**src/rtl/xdiv_pkg.sv**
```systemverilog
package xdiv_pkg;
  typedef enum logic [1:0] {
    XD_IDLE = 2'd0,
    XD_RUN  = 2'd1,
    XD_FIN  = 2'd2
  } xd_state_e;
endpackage

```
**src/rtl/xdiv_prep.sv**
```systemverilog
module xdiv_prep #(
  parameter int W = 32
) (
  input  logic           is_signed,
  input  logic [W-1:0]   hi,
  input  logic [W-1:0]   lo,
  input  logic [W-1:0]   dvs,
  output logic [2*W-1:0] num_mag,
  output logic [W-1:0]   den_mag,
  output logic           neg,
  output logic           den_zero
);
  localparam int W2 = 2 * W;

  // magnitude of a two's complement value when signed handling is on
  function automatic logic [W2-1:0] mag_wide(input logic [W2-1:0] v, input logic s);
    return (s && v[W2-1]) ? (~v + 1'b1) : v;
  endfunction

  function automatic logic [W-1:0] mag_narrow(input logic [W-1:0] v, input logic s);
    return (s && v[W-1]) ? (~v + 1'b1) : v;
  endfunction

  logic [W2-1:0] num;

  always_comb begin
    num      = {hi, lo};
    num_mag  = mag_wide(num, is_signed);
    den_mag  = mag_narrow(dvs, is_signed);
    neg      = is_signed & (num[W2-1] ^ dvs[W-1]);
    den_zero = (dvs == '0);
  end
endmodule

```
**src/rtl/xdiv_core.sv**
```systemverilog
module xdiv_core #(
  parameter int W = 32
) (
  input  logic           clk,
  input  logic           rst_n,
  input  logic           load,
  input  logic           step,
  input  logic [2*W-1:0] num,
  input  logic [W-1:0]   den,
  output logic [2*W-1:0] quo
);
  localparam int W2 = 2 * W;

  logic [W-1:0]  rem_q;
  logic [W-1:0]  den_q;
  logic [W2-1:0] quo_q;
  logic [W:0]    trial;
  logic          fits;
  logic [W-1:0]  rem_next;

  // one restoring step: shift the next dividend bit in, subtract if it fits
  function automatic logic [W:0] restore_step(input logic [W:0] t, input logic [W-1:0] d);
    logic [W:0] dd;
    dd = {1'b0, d};
    if (t >= dd) return {1'b1, W'(t - dd)};
    return {1'b0, t[W-1:0]};
  endfunction

  always_comb begin
    trial              = {rem_q, quo_q[W2-1]};
    {fits, rem_next}   = restore_step(trial, den_q);
  end

  always_ff @(posedge clk or negedge rst_n) begin
    if (!rst_n) begin
      rem_q <= '0;
      den_q <= '0;
      quo_q <= '0;
    end else if (load) begin
      rem_q <= '0;
      den_q <= den;
      quo_q <= num;
    end else if (step) begin
      rem_q <= rem_next;
      quo_q <= {quo_q[W2-2:0], fits};
    end
  end

  assign quo = quo_q;

  AST_REM_BELOW_DIVISOR: assert property (@(posedge clk) disable iff (!rst_n)
    step |-> (rem_q < den_q));
endmodule

```
**src/rtl/xdiv_clamp.sv**
```systemverilog
module xdiv_clamp #(
  parameter int W = 32
) (
  input  logic [2*W-1:0] qmag,
  input  logic           neg,
  input  logic           sgn,
  output logic [2*W-1:0] res,
  output logic           sat
);
  localparam int W2 = 2 * W;
  localparam logic [W2-1:0] CLAMP_U = {{W{1'b0}}, {W{1'b1}}};
  localparam logic [W2-1:0] CLAMP_P = {{(W+1){1'b0}}, {(W-1){1'b1}}};
  localparam logic [W2-1:0] CLAMP_N = {{(W+1){1'b1}}, {(W-1){1'b0}}};
  localparam logic [W2-1:0] LIM_P   = CLAMP_P;
  localparam logic [W2-1:0] LIM_N   = CLAMP_P + 1'b1;

  // returns {saturated, value}
  function automatic logic [W2:0] clamp_q(input logic [W2-1:0] q, input logic n, input logic s);
    logic hit;
    if (!s) begin
      hit = |q[W2-1:W];
      return {hit, hit ? CLAMP_U : q};
    end
    if (!n) begin
      hit = q > LIM_P;
      return {hit, hit ? CLAMP_P : q};
    end
    hit = q > LIM_N;
    return {hit, hit ? CLAMP_N : (~q + 1'b1)};
  endfunction

  always_comb {sat, res} = clamp_q(qmag, neg, sgn);
endmodule

```
**src/rtl/xdiv_sat.sv**
```systemverilog
module xdiv_sat
  import xdiv_pkg::*;
#(
  parameter int W = 32
) (
  input  logic           clk,
  input  logic           rst_n,
  input  logic           start,
  input  logic           is_signed,
  input  logic           set_cc,
  input  logic [W-1:0]   hi_word,
  input  logic [2*W-1:0] opa,
  input  logic [W-1:0]   opb,
  output logic           busy,
  output logic           done,
  output logic           res_wr,
  output logic [2*W-1:0] result,
  output logic           dz_fault,
  output logic           flg_wr,
  output logic           flg_ovf,
  output logic           flg_carry
);
  localparam int W2    = 2 * W;
  localparam int ITER  = W2;
  localparam int CNT_W = $clog2(ITER);
  localparam logic [W2-1:0] CLAMP_U = {{W{1'b0}}, {W{1'b1}}};
  localparam logic [W2-1:0] CLAMP_P = {{(W+1){1'b0}}, {(W-1){1'b1}}};
  localparam logic [W2-1:0] CLAMP_N = {{(W+1){1'b1}}, {(W-1){1'b0}}};

  xd_state_e       st;
  logic [CNT_W-1:0] cnt;
  logic            mode_sgn, mode_cc, neg_q, dz_q;

  logic [W2-1:0]   num_mag;
  logic [W-1:0]    den_mag;
  logic            neg, den_zero;
  logic [W2-1:0]   quo;
  logic [W2-1:0]   clamp_res;
  logic            clamp_hit;

  // named internal events
  logic accept, run_step, last_iter, finishing;
  logic unused_opa_hi;

  assign accept        = (st == XD_IDLE) && start;
  assign run_step      = (st == XD_RUN);
  assign last_iter     = run_step && (cnt == CNT_W'(ITER - 1));
  assign finishing     = (st == XD_FIN);
  assign busy          = (st != XD_IDLE);
  assign flg_carry     = 1'b0;
  assign unused_opa_hi = ^opa[W2-1:W];

  xdiv_prep #(.W(W)) u_prep (
    .is_signed (is_signed),
    .hi        (hi_word),
    .lo        (opa[W-1:0]),
    .dvs       (opb),
    .num_mag   (num_mag),
    .den_mag   (den_mag),
    .neg       (neg),
    .den_zero  (den_zero)
  );

  xdiv_core #(.W(W)) u_core (
    .clk   (clk),
    .rst_n (rst_n),
    .load  (accept && !den_zero),
    .step  (run_step),
    .num   (num_mag),
    .den   (den_mag),
    .quo   (quo)
  );

  xdiv_clamp #(.W(W)) u_clamp (
    .qmag (quo),
    .neg  (neg_q),
    .sgn  (mode_sgn),
    .res  (clamp_res),
    .sat  (clamp_hit)
  );

  always_ff @(posedge clk or negedge rst_n) begin
    if (!rst_n) begin
      st       <= XD_IDLE;
      cnt      <= '0;
      mode_sgn <= 1'b0;
      mode_cc  <= 1'b0;
      neg_q    <= 1'b0;
      dz_q     <= 1'b0;
      done     <= 1'b0;
      res_wr   <= 1'b0;
      dz_fault <= 1'b0;
      flg_wr   <= 1'b0;
      flg_ovf  <= 1'b0;
      result   <= '0;
    end else begin
      done     <= 1'b0;
      res_wr   <= 1'b0;
      dz_fault <= 1'b0;
      flg_wr   <= 1'b0;
      flg_ovf  <= 1'b0;
      unique case (st)
        XD_IDLE: if (accept) begin
          mode_sgn <= is_signed;
          mode_cc  <= set_cc;
          neg_q    <= neg;
          dz_q     <= den_zero;
          cnt      <= '0;
          st       <= den_zero ? XD_FIN : XD_RUN;
        end
        XD_RUN: begin
          cnt <= cnt + 1'b1;
          if (last_iter) st <= XD_FIN;
        end
        XD_FIN: begin
          done     <= 1'b1;
          dz_fault <= dz_q;
          res_wr   <= !dz_q;
          flg_wr   <= mode_cc && !dz_q;
          flg_ovf  <= mode_cc && !dz_q && clamp_hit;
          if (!dz_q) result <= clamp_res;
          st <= XD_IDLE;
        end
        default: st <= XD_IDLE;
      endcase
    end
  end

  AST_BUSY_ENDS_WITH_DONE: assert property (@(posedge clk) disable iff (!rst_n)
    $fell(busy) |-> done);
  AST_DONE_SINGLE: assert property (@(posedge clk) disable iff (!rst_n)
    done |=> !done);
  AST_DONE_AFTER_BUSY: assert property (@(posedge clk) disable iff (!rst_n)
    done |-> $past(busy));
  AST_DZ_NO_WRITE: assert property (@(posedge clk) disable iff (!rst_n)
    dz_fault |-> (done && !res_wr && !flg_wr));
  AST_CLAMP_VALUE: assert property (@(posedge clk) disable iff (!rst_n)
    flg_ovf |-> (result == CLAMP_U || result == CLAMP_P || result == CLAMP_N));
  AST_START_IGNORED: assert property (@(posedge clk) disable iff (!rst_n)
    (busy && start) |=> ($stable(mode_sgn) && $stable(mode_cc) && $stable(neg_q)));
endmodule

```
**config.mk**
```make
export PLATFORM = sky130hd
export DESIGN_NAME = xdiv_sat
export DESIGN_NICKNAME = d
export VERILOG_FILES = /design/src/rtl/xdiv_pkg.sv /design/src/rtl/xdiv_prep.sv /design/src/rtl/xdiv_core.sv /design/src/rtl/xdiv_clamp.sv /design/src/rtl/xdiv_sat.sv
export SDC_FILE = /design/constraint.sdc
export NUM_CORES = 1
export LEC_CHECK = 0
export ABC_AREA = 1
export BUFFER_PORTS_ARGS = -buffer_cell sky130_fd_sc_hd__buf_2
export CORE_ASPECT_RATIO = 0.5
export CORE_MARGIN = 5
export CORE_UTILIZATION = 64
export DETAILED_ROUTE_END_ITERATION = 7
export PLACE_DENSITY_LB_ADDON = 0.25
export SYNTH_ARGS = -nofsm -noshare
export SYNTH_HDL_FRONTEND = slang
export SYNTH_SLANG_ARGS = --single-unit
```
**constraint.sdc**
```tcl
create_clock -name clk -period 4 [get_ports clk]
set_input_delay 0.2 -clock clk [delete_from_list [all_inputs] [get_ports clk]]
set_output_delay 0.2 -clock clk [all_outputs]
set_load 0.02 [all_outputs]
```
---- After elaboration in Yosys (flattened, before gate mapping) ----
Index checks and enable logic that the tools add are counted.
storage, ports and cells
  register bits after elaboration ......... 209
  bits of input ports ..................... 133
  output and inout port bits .............. 71
  word-level logic and storage cells ...... 82
cells by class
  $add $sub $neg .......................... 5
  order comparisons ....................... 3
  equal/unequal tests ..................... 5
  muxes and demuxes ....................... 29
  bitwise gates (word level) .............. 6
  reduce and logical (&&, ||, !) cells .... 19
operators with widths
  kind                                                                                number
  64-bit 2-to-1 mux                                                                   6
  65-bit 2-to-1 mux                                                                   4
  64-bit by 1-bit adder with 64-bit output (second input constant)                    2
  64-bit NOT                                                                          2
  32-bit 2-to-1 mux                                                                   3
  33-bit 2-to-1 mux                                                                   2
  64-bit by 31-bit greater-than comparator with 1-bit output (second input constant)  1
  64-bit by 32-bit greater-than comparator with 1-bit output (second input constant)  1
  33-bit by 32-bit >= comparator with 1-bit output                                    1
  32-bit by 1-bit adder with 32-bit output (second input constant)                    1
  32-bit logical NOT                                                                  1
  32-bit NOT                                                                          1
  32-bit OR reduction                                                                 1
  32-bit subtractor                                                                   1
  6-bit case mux with 2 select lines                                                  1
  1-bit 2-to-1 mux                                                                    8
  2-bit AND reduction                                                                 4
  1-bit logical AND                                                                   7
  6-bit by 1-bit adder with 6-bit output (second input constant)                      1
  6-bit == test (second input constant)                                               1
  2-bit 2-to-1 mux                                                                    3
  6-bit 2-to-1 mux                                                                    1
  2-bit nonzero test                                                                  3
  2-bit case mux with 2 select lines                                                  1
  other kinds (9)                                                                     10

---- Logic depth before layout (Yosys ltp) ----
Gate-level depths: netlist (run 1).
  depth in word-level cells ............... 8
  depth in mapped cells ................... 16
  mapped depth without buffers ............ 16

---- Cells and area by module ----
From an unflattened synthesis (run 1), not the netlist that was laid out.
second synthesis, totals
  cells, all modules ...................... 2,734
  area total of the unflattened synthesis .. 17,078.9 sq um
modules (own cells, without submodules)
  module      instances  cells an instance  area an instance (sq um)  seq. area each (sq um)
  xdiv_core   1          1,153              8,154.1                   3,203.1
  xdiv_prep   1          684                3,328.2                   0.0
  xdiv_sat    1          348                3,123.0                   2,026.9
  xdiv_clamp  1          549                2,473.6                   0.0

---- Least setup slack after synthesis (run 1) ----
No wires, ideal clock.
  path kind ............................... reg2reg
  start ................................... reg u_core.den_q[8]
  end ..................................... reg u_core.rem_q[15]
  setup time .............................. 118 ps
  data arrival time ....................... 1,940 ps
  required time ........................... 3,882 ps
  setup slack ............................. 1,942 ps
  cell stages (with the launch flop) ...... 15
  period minus slack after synthesis ...... 2,058 ps
  cells stage by stage .................... dfrtp_1 inv_1 ha_1 nand2_1 inv_1 nand2_1 nand2_1 nand3b_1 nand2_1 nand2_1 nand2_2 clkbuf_1 nand3b_1 nand3_1 nand2_1
between the ends
  cells in the longest elaborated chain, start to end .. 5
ends and longest elaborated chain
  item                                                                                   line             RTL
  from (decl)                                                                            xdiv_core.sv:15  logic [W-1:0] den_q;
  from (signal assigned)                                                                 xdiv_core.sv:41  den_q <= den;
  32-bit subtractor or 33-bit by 32-bit >= comparator with 1-bit output (tied branches)  xdiv_core.sv:25  if (t >= dd) return {1'b1, W'(t - dd)};
  33-bit 2-to-1 mux or 1-bit 2-to-1 mux (tied branches)                                  xdiv_core.sv:25
  33-bit 2-to-1 mux *                                                                    xdiv_core.sv:26  return {1'b0, t[W-1:0]};
  32-bit 2-to-1 mux *                                                                    xdiv_core.sv:43  end else if (step) begin
  32-bit 2-to-1 mux *                                                                    xdiv_core.sv:39  end else if (load) begin
  to (signal assigned)                                                                   xdiv_core.sv:44  rem_q <= rem_next;
  to (decl)                                                                              xdiv_core.sv:14  logic [W-1:0] rem_q;
Every way passes the cells marked *; elsewhere a longest branch is shown, timed or not. The select of a mux whose other input is x is not followed.
A chain may end at the register's enable or synchronous reset.

---- Worst setup path in the final report (run 1) ----
  start ................................... reg u_core.rem_q[8]
  end ..................................... reg u_core.rem_q[25]
between the ends
  cells in the longest elaborated chain, start to end .. 5
ends and longest elaborated chain
  item                                                                                   line
  32-bit subtractor or 33-bit by 32-bit >= comparator with 1-bit output (tied branches)  xdiv_core.sv:25
  33-bit 2-to-1 mux or 1-bit 2-to-1 mux (tied branches)                                  xdiv_core.sv:25
  33-bit 2-to-1 mux *                                                                    xdiv_core.sv:26
  32-bit 2-to-1 mux *                                                                    xdiv_core.sv:43
  32-bit 2-to-1 mux *                                                                    xdiv_core.sv:39
Marks and branches as above.

==> impl_metrics.ini, run 1 <==
[logic_synthesis]
yosys.area_share.simple_pct = 42.8
syn-mean-instance-area_sq_um = 6.21
ys_warn_count = 0
syn_area_sq_um = 16100
synth_flop_cell = dfrtp_1
synth_area_leaders = dfrtp_1, nand2_1, inv_1
ys_ff_latch = 209
synth_compound_area_share_pct = 7.63
yosys.area.top_type = dfrtp_1
async_reset_ff_share_pct = 100
synth_cell_types = 44
seq_area_frac_synth_pct = 32.5
synth_top_family_by_area = simple AND/OR/NAND/NOR gates
synthMuxAreaShare_pct = 0
synth_edf_count = 0
ys_top_cells_by_count = nand2_1, inv_1, nand3_1
yosys.area_share.adder_pct = 2.92
synth-xor-area-share_pct = 3.37
netlist_instances = 2591
syn_nets = 2761
synth_top_area_share_pct = 32.5
yosysMostFrequentCell = nand2_1

[grt]
use_met3_pct = 4.73
track_usage_pct = 35.4
grt_remaining_overflow = 0
grt_pass1_wl_microns = 81800
grt_max_degree = 101
grt_pass1_vias = 16154
grt-busiest-layer = met2
use_met2_pct = 59.5
grt_antenna_before_repair = 3
grtUsageMet1_pct = 47.6

[final_layout]
drive_above_1_share_pct = 10.3
final_nets = 2896
syn_to_final_growth_pct = 11.1
fin_cells = 3083
final_core_util_pct = 71.6

[route]
finalWirelength_microns = 50500
drtIter0Drc = 1773
drtAntennaViolNets = 0
drcViolationCount = 0
drt-vias-per-instance = 5.60
wire_per_inst_microns = 16.4
vias = 17250
drtPass1Iterations = 6

[timing]
hold_viol = 0
rsz0062_at_grt = false
relSlewSlack_pct = 27.0
tns_ns = 0
finalSetupViolations = 0
drv_slew = 0
setup_slack_ns = 1.03
timing.fmax_mhz = 337
fin_crit_ns = 2.97
tightest_slew_ns = 1.09
finClkSkew_ns = 0.0189
period_share_pct = 74.2

[clocking]
clockBufferDepth = 3
ctsResizeCount = 0
clk_pin_slew_worst_paths_ns = 0.07
cts_tree = yes
cts.htree.levels = 1
insertion_delay_ns = 0.53
clock-sinks = 209
numCtsBuffers = 21
root_buffer = clkbuf_16

[die]
core_sq_um = 25000
rows = 41
die_area_sq_um = 28600
chipWidth_microns = 234
io_pins = 204
start_util_pct = 64.4
dieHeight_microns = 122

[critical_path]
cpMostUsedCell = nand2_1
worstSetupPathDepth = 13
crit_fanout = 16
reg2reg_depth = 13
arrival_ns = 3.43
crit_family = simple AND/OR/NAND/NOR gates
cp_slowest_cell = nand2_1
setup.worst_path.end_class = flop
worst-path-buf-inv = 0
cp_slowest_stage_delay_ns = 0.43
timing_worst_setup_path_type = flop to flop
critPathLaunchType = flop
crit_chain = ha_1 -> nand2_1 -> nor2_1 -> nand2_1 -> nor2_1 -> nand3_1 -> nand3_1 -> nor2_2 -> nand2_2 -> nand2_1 -> nand2_1 -> nand2_1 -> nand2_1
worstPathRequired_ns = 4.46

[place]
dp_slack_ns = 1.15
dp_cells = 3043
dp_hpwl_microns = 38300
routabilityCongestion = 1.01
portBuffers = 170

[outcome]
status = completed

[power_and_ir_drop]
power.total_mw = 14.9
vdd_drop_max_v = 0.000467
p_per_area_nw_per_um2 = 835
leakagePower_nw = 9.65

[min_path]
whs_path_depth = 3
hold_class = input pin to flop

[flow_run]
maxCapViolations = 0
[state kept, by name (all words and copies together) (netlist names)]
| name | flops |
|---|---|
| cnt | 6 |
| flg_wr | 1 |
| flg_ovf | 1 |
| u_core.quo | 64 |
| st | 2 |
| mode_sgn | 1 |
| mode_cc | 1 |
| u_core.den_q | 32 |
| u_core.rem_q | 32 |
| result | 64 |
| res_wr | 1 |
| dz_fault | 1 |
| done | 1 |
| neg_q | 1 |
| dz_q | 1 |
[tightest hold or removal path: stages]
cell and delay (ns):
buf_2 0.07, inv_1 0.06, o21ai_0 0.16
[logic make-up (layout without fill, tap and decap cells)]
kind of cell             count (synthesis)  in the layout
AND/OR/NAND/NOR                       1630           1630
buffers and inverters                  434            581
AO/OA/AOI/OAI                          218            218
flip-flops                             209            209
XOR/XNOR                                62             62
adder cells (fa/ha/maj)                 37             37
other                                    1              2
[metal layers]
layer / vias to the layer above / part of all wire, % / routed length, microns
met5: - / 0.061 / 31
met4: 6 / 3.9 / 1980
met3: 145 / 7.4 / 3760
met2: 803 / 47 / 23600
met1: 7901 / 42 / 21100
li1: 8395 / - / -
[report_power, final]
group	switching [mW]	total, mW	leakage [nW]	internal [mW]
Clock	0.902	2.04	0.340	1.14
Sequential	0.872	4.01	2.61	3.14
Combinational	5.91	8.88	6.70	2.97
Total	7.68	14.9	9.65	7.25
[layout by cell type (no fill, tap or decap), types with 3 or more instances in the layout]
cell,n
nand2_1,965
inv_1,346
nand3_1,254
nor2_1,248
dfrtp_1,209
buf_2,169
o21ai_0,115
a21oi_1,46
nand4_1,43
xor2_1,38
o211ai_1,36
ha_1,36
nand3b_1,32
nor3_1,28
xnor2_1,24
clkbuf_16,21
nand2_2,17
buf_4,16
nor2_2,13
or2_2,8
inv_2,7
o21bai_1,7
nor2_4,4
or2_1,4
clkinv_2,4
dlygate4sd3_1,4
and2_1,3
nor4_1,3
clkinv_4,3
o22ai_1,3
o21ai_1,3
inv_6,3
clkbuf_8,3
[path summary, 6_finish.rpt]
kind | startpoint | to | slack [ns]
max in group asynchronous | rst_n | result[63] | 2.72
hold / removal | opb[0] | u_core.den_q[0] | 0.01
setup reg to reg | u_core.rem_q[8] | u_core.rem_q[25] | 1.03
min in group asynchronous | rst_n | u_core.quo[7] | 0.30
setup / recovery | u_core.rem_q[8] | u_core.rem_q[25] | 1.03
hold reg to reg | result[30] | result[30] | 0.47
[timing repair]
action | CTS | global route
setup buffers | 0 | 0
setup endpoints to repair | 0 | 0
hold buffers | 4 | 0
endpoints found under the hold margin | 100 | 0
[metrics by stage]
step                cell area, sq um  hold WS (ns)
finish                         17900       0.00981
global placement               17200         0.316
floorplan                      16100       -0.0956
global route                   17900        0.0295
detailed placement             17200         0.323
CTS                            17900      0.000864
[area by class of cell]
class | count | area (sq um)
Antenna cell | 1 | 2.50
Tap cell | 344 | 430
Sequential cell | 209 | 5230
Multi-Input combinational cell | 1948 | 9150
Clock buffer | 24 | 557
Clock inverter | 11 | 124
Timing Repair Buffer | 192 | 1060
Fill cell | 2180 | 7090
Inverter | 354 | 1330
Power figures use the tool's default switching activity.
==> inputs of run 2 (changes only) <==
CORE_UTILIZATION = 60   (was 64)
clock period = 2.9 ns   (was 4 ns; I/O delays follow)
==> run 2 against run 1 <==
Effect of this change: clock skew shrank 0.0027 ns; setup slack lost 0.76 ns; clock power grew 58%; sequential cell count is the same; critical path type unchanged; critical endpoint is now u_core.rem_q[22].
==> impl_metrics.ini, run 2 (same netlist as run 1, synthesis figures left out) <==
[timing]
tightest_slew_ns = 0.843
drv_slew = 0
fin_crit_ns = 2.63
period_share_pct = 90.8
tns_ns = 0
hold_viol = 0
timing.fmax_mhz = 380
finalSetupViolations = 0
relSlewSlack_pct = 43.8
rsz0062_at_grt = false
setup_slack_ns = 0.268
finClkSkew_ns = 0.0162

[die]
core_sq_um = 26400
rows = 42
die_area_sq_um = 30400
dieHeight_microns = 126
chipWidth_microns = 242
io_pins = 204
start_util_pct = 60.9

[route]
drt-vias-per-instance = 5.49
drtIter0Drc = 1655
finalWirelength_microns = 51700
drtPass1Iterations = 8
wire_per_inst_microns = 16.4
vias = 17306
drtAntennaViolNets = 0
drcViolationCount = 0

[critical_path]
worstPathRequired_ns = 3.31
critPathLaunchType = flop
timing_worst_setup_path_type = flop to flop
arrival_ns = 3.04
setup.worst_path.end_class = flop
crit_fanout = 17

[place]
dp_hpwl_microns = 39000
portBuffers = 170
dp_slack_ns = 0.292
routabilityCongestion = 0.989

[flow_run]
maxCapViolations = 0

[clocking]
clockBufferDepth = 3
root_buffer = clkbuf_16
numCtsBuffers = 22
cts.htree.levels = 1
insertion_delay_ns = 0.53
cts_tree = yes
clk_pin_slew_worst_paths_ns = 0.07
clock-sinks = 209
post_cts_buffers = 0

[final_layout]
final_cell_mix = nand2_1, inv_1, nand3_1
syn_to_final_growth_pct = 15.4
final_nets = 2951
drive_above_1_share_pct = 10.7
final_common_cell = nand2_1

[outcome]
status = completed

[grt]
grt_pass1_wl_microns = 84000
grt_pass1_vias = 16202
track_usage_pct = 33.3
grt_remaining_overflow = 0
grt_antenna_before_repair = 2
grt_max_degree = 98

[power_and_ir_drop]
p_per_area_nw_per_um2 = 1140
vdd_drop_max_v = 0.000689
power.total_mw = 21.2
leakagePower_nw = 9.94

[min_path]
hold_class = input pin to flop
==> run 2: cell types whose count changed in the layout (fill, tap and decap cells not counted), sizes merged <==
| cell | previous run | this run |
|---|---|---|
| dlygate4sd3 | 4 | 44 |
| buf | 187 | 201 |
| clkinvlp | 0 | 2 |
| inv | 356 | 353 |
| clkbuf | 25 | 27 |
| bufinv | 2 | 5 |
| diode | 1 | 3 |
==> run 2: per-layer routing <==
layer / up-vias / global-route usage, % / share of wire, %
li1: 8533 / - / -
met1: 7919 / 44.8 / 43
met2: 699 / 55.4 / 46
met3: 155 / 4.51 / 6.7
met4: 0 / 13.5 / 4.5
met5: - / 0 / 0
==> run 2: path summary, 6_finish.rpt <==
| path | startpoint | end | slack [ns] | depth (start not counted) |
|---|---|---|---|---|
| setup reg to reg | u_core.rem_q[6] | u_core.rem_q[22] | 0.27 | 13 |
| hold reg to reg | result[16] | result[16] | 0.48 | 2 |
| min in group asynchronous | rst_n | u_core.quo[13] | 0.23 | 2 |
| setup / recovery | u_core.rem_q[6] | u_core.rem_q[22] | 0.27 | 13 |
| max in group asynchronous | rst_n | u_core.rem_q[15] | 1.73 | 3 |
| hold / removal | opb[24] | u_core.den_q[24] | 0.01 | 4 |
==> run 2: cell type report <==
class	count	area, sq um
Clock inverter	13	214
Antenna cell	3	7.51
Sequential cell	209	5230
Fill cell	2360	7850
Timing Repair Buffer	246	1590
Multi-Input combinational cell	1948	9160
Clock buffer	26	607
Tap cell	352	440
Inverter	354	1330
==> run 2: worst max-delay path: stages, from the launching register on <==
cell,delay [ns]
dfrtp_1,0.43
ha_1,0.38
nand2_1,0.13
nor2_1,0.20
nand3_1,0.10
nand3b_1,0.24
nand2_1,0.12
nand2_1,0.12
nand2_2,0.15
nand2_2,0.14
buf_4,0.25
nand2_1,0.11
nand3_1,0.08
nand2_1,0.06
==> run 2: per-stage QoR <==
step / utilization (%) / hold WS (ns) / area, sq um / std cells
after detailed placement: 65.5 / 0.274 / 17300 / 3065
final: 70.3 / 0.0127 / 18600 / 3151
after CTS: 70.2 / 0.000404 / 18600 / 3148
after global routing: 70.3 / 0.0125 / 18600 / 3149
after global placement: 65.5 / 0.272 / 17300 / 3065
after floorplan: - / -0.151 / 16100 / 2591
==> run 2: power breakdown <==
part           internal [mW]  switching (mW)  total (mW)
Sequential              4.33            1.16        5.49
Combinational           4.24            8.21        12.4
Clock                   1.95            1.27        3.22
==> run 2: repair_timing <==
| action | in CTS | in global routing |
|---|---|---|
| hold buffers | 44 | 0 |
| gates resized for setup | 0 | 1 |
| endpoints found under the setup margin | 0 | 2 |
| endpoints found under the hold margin | 133 | 0 |
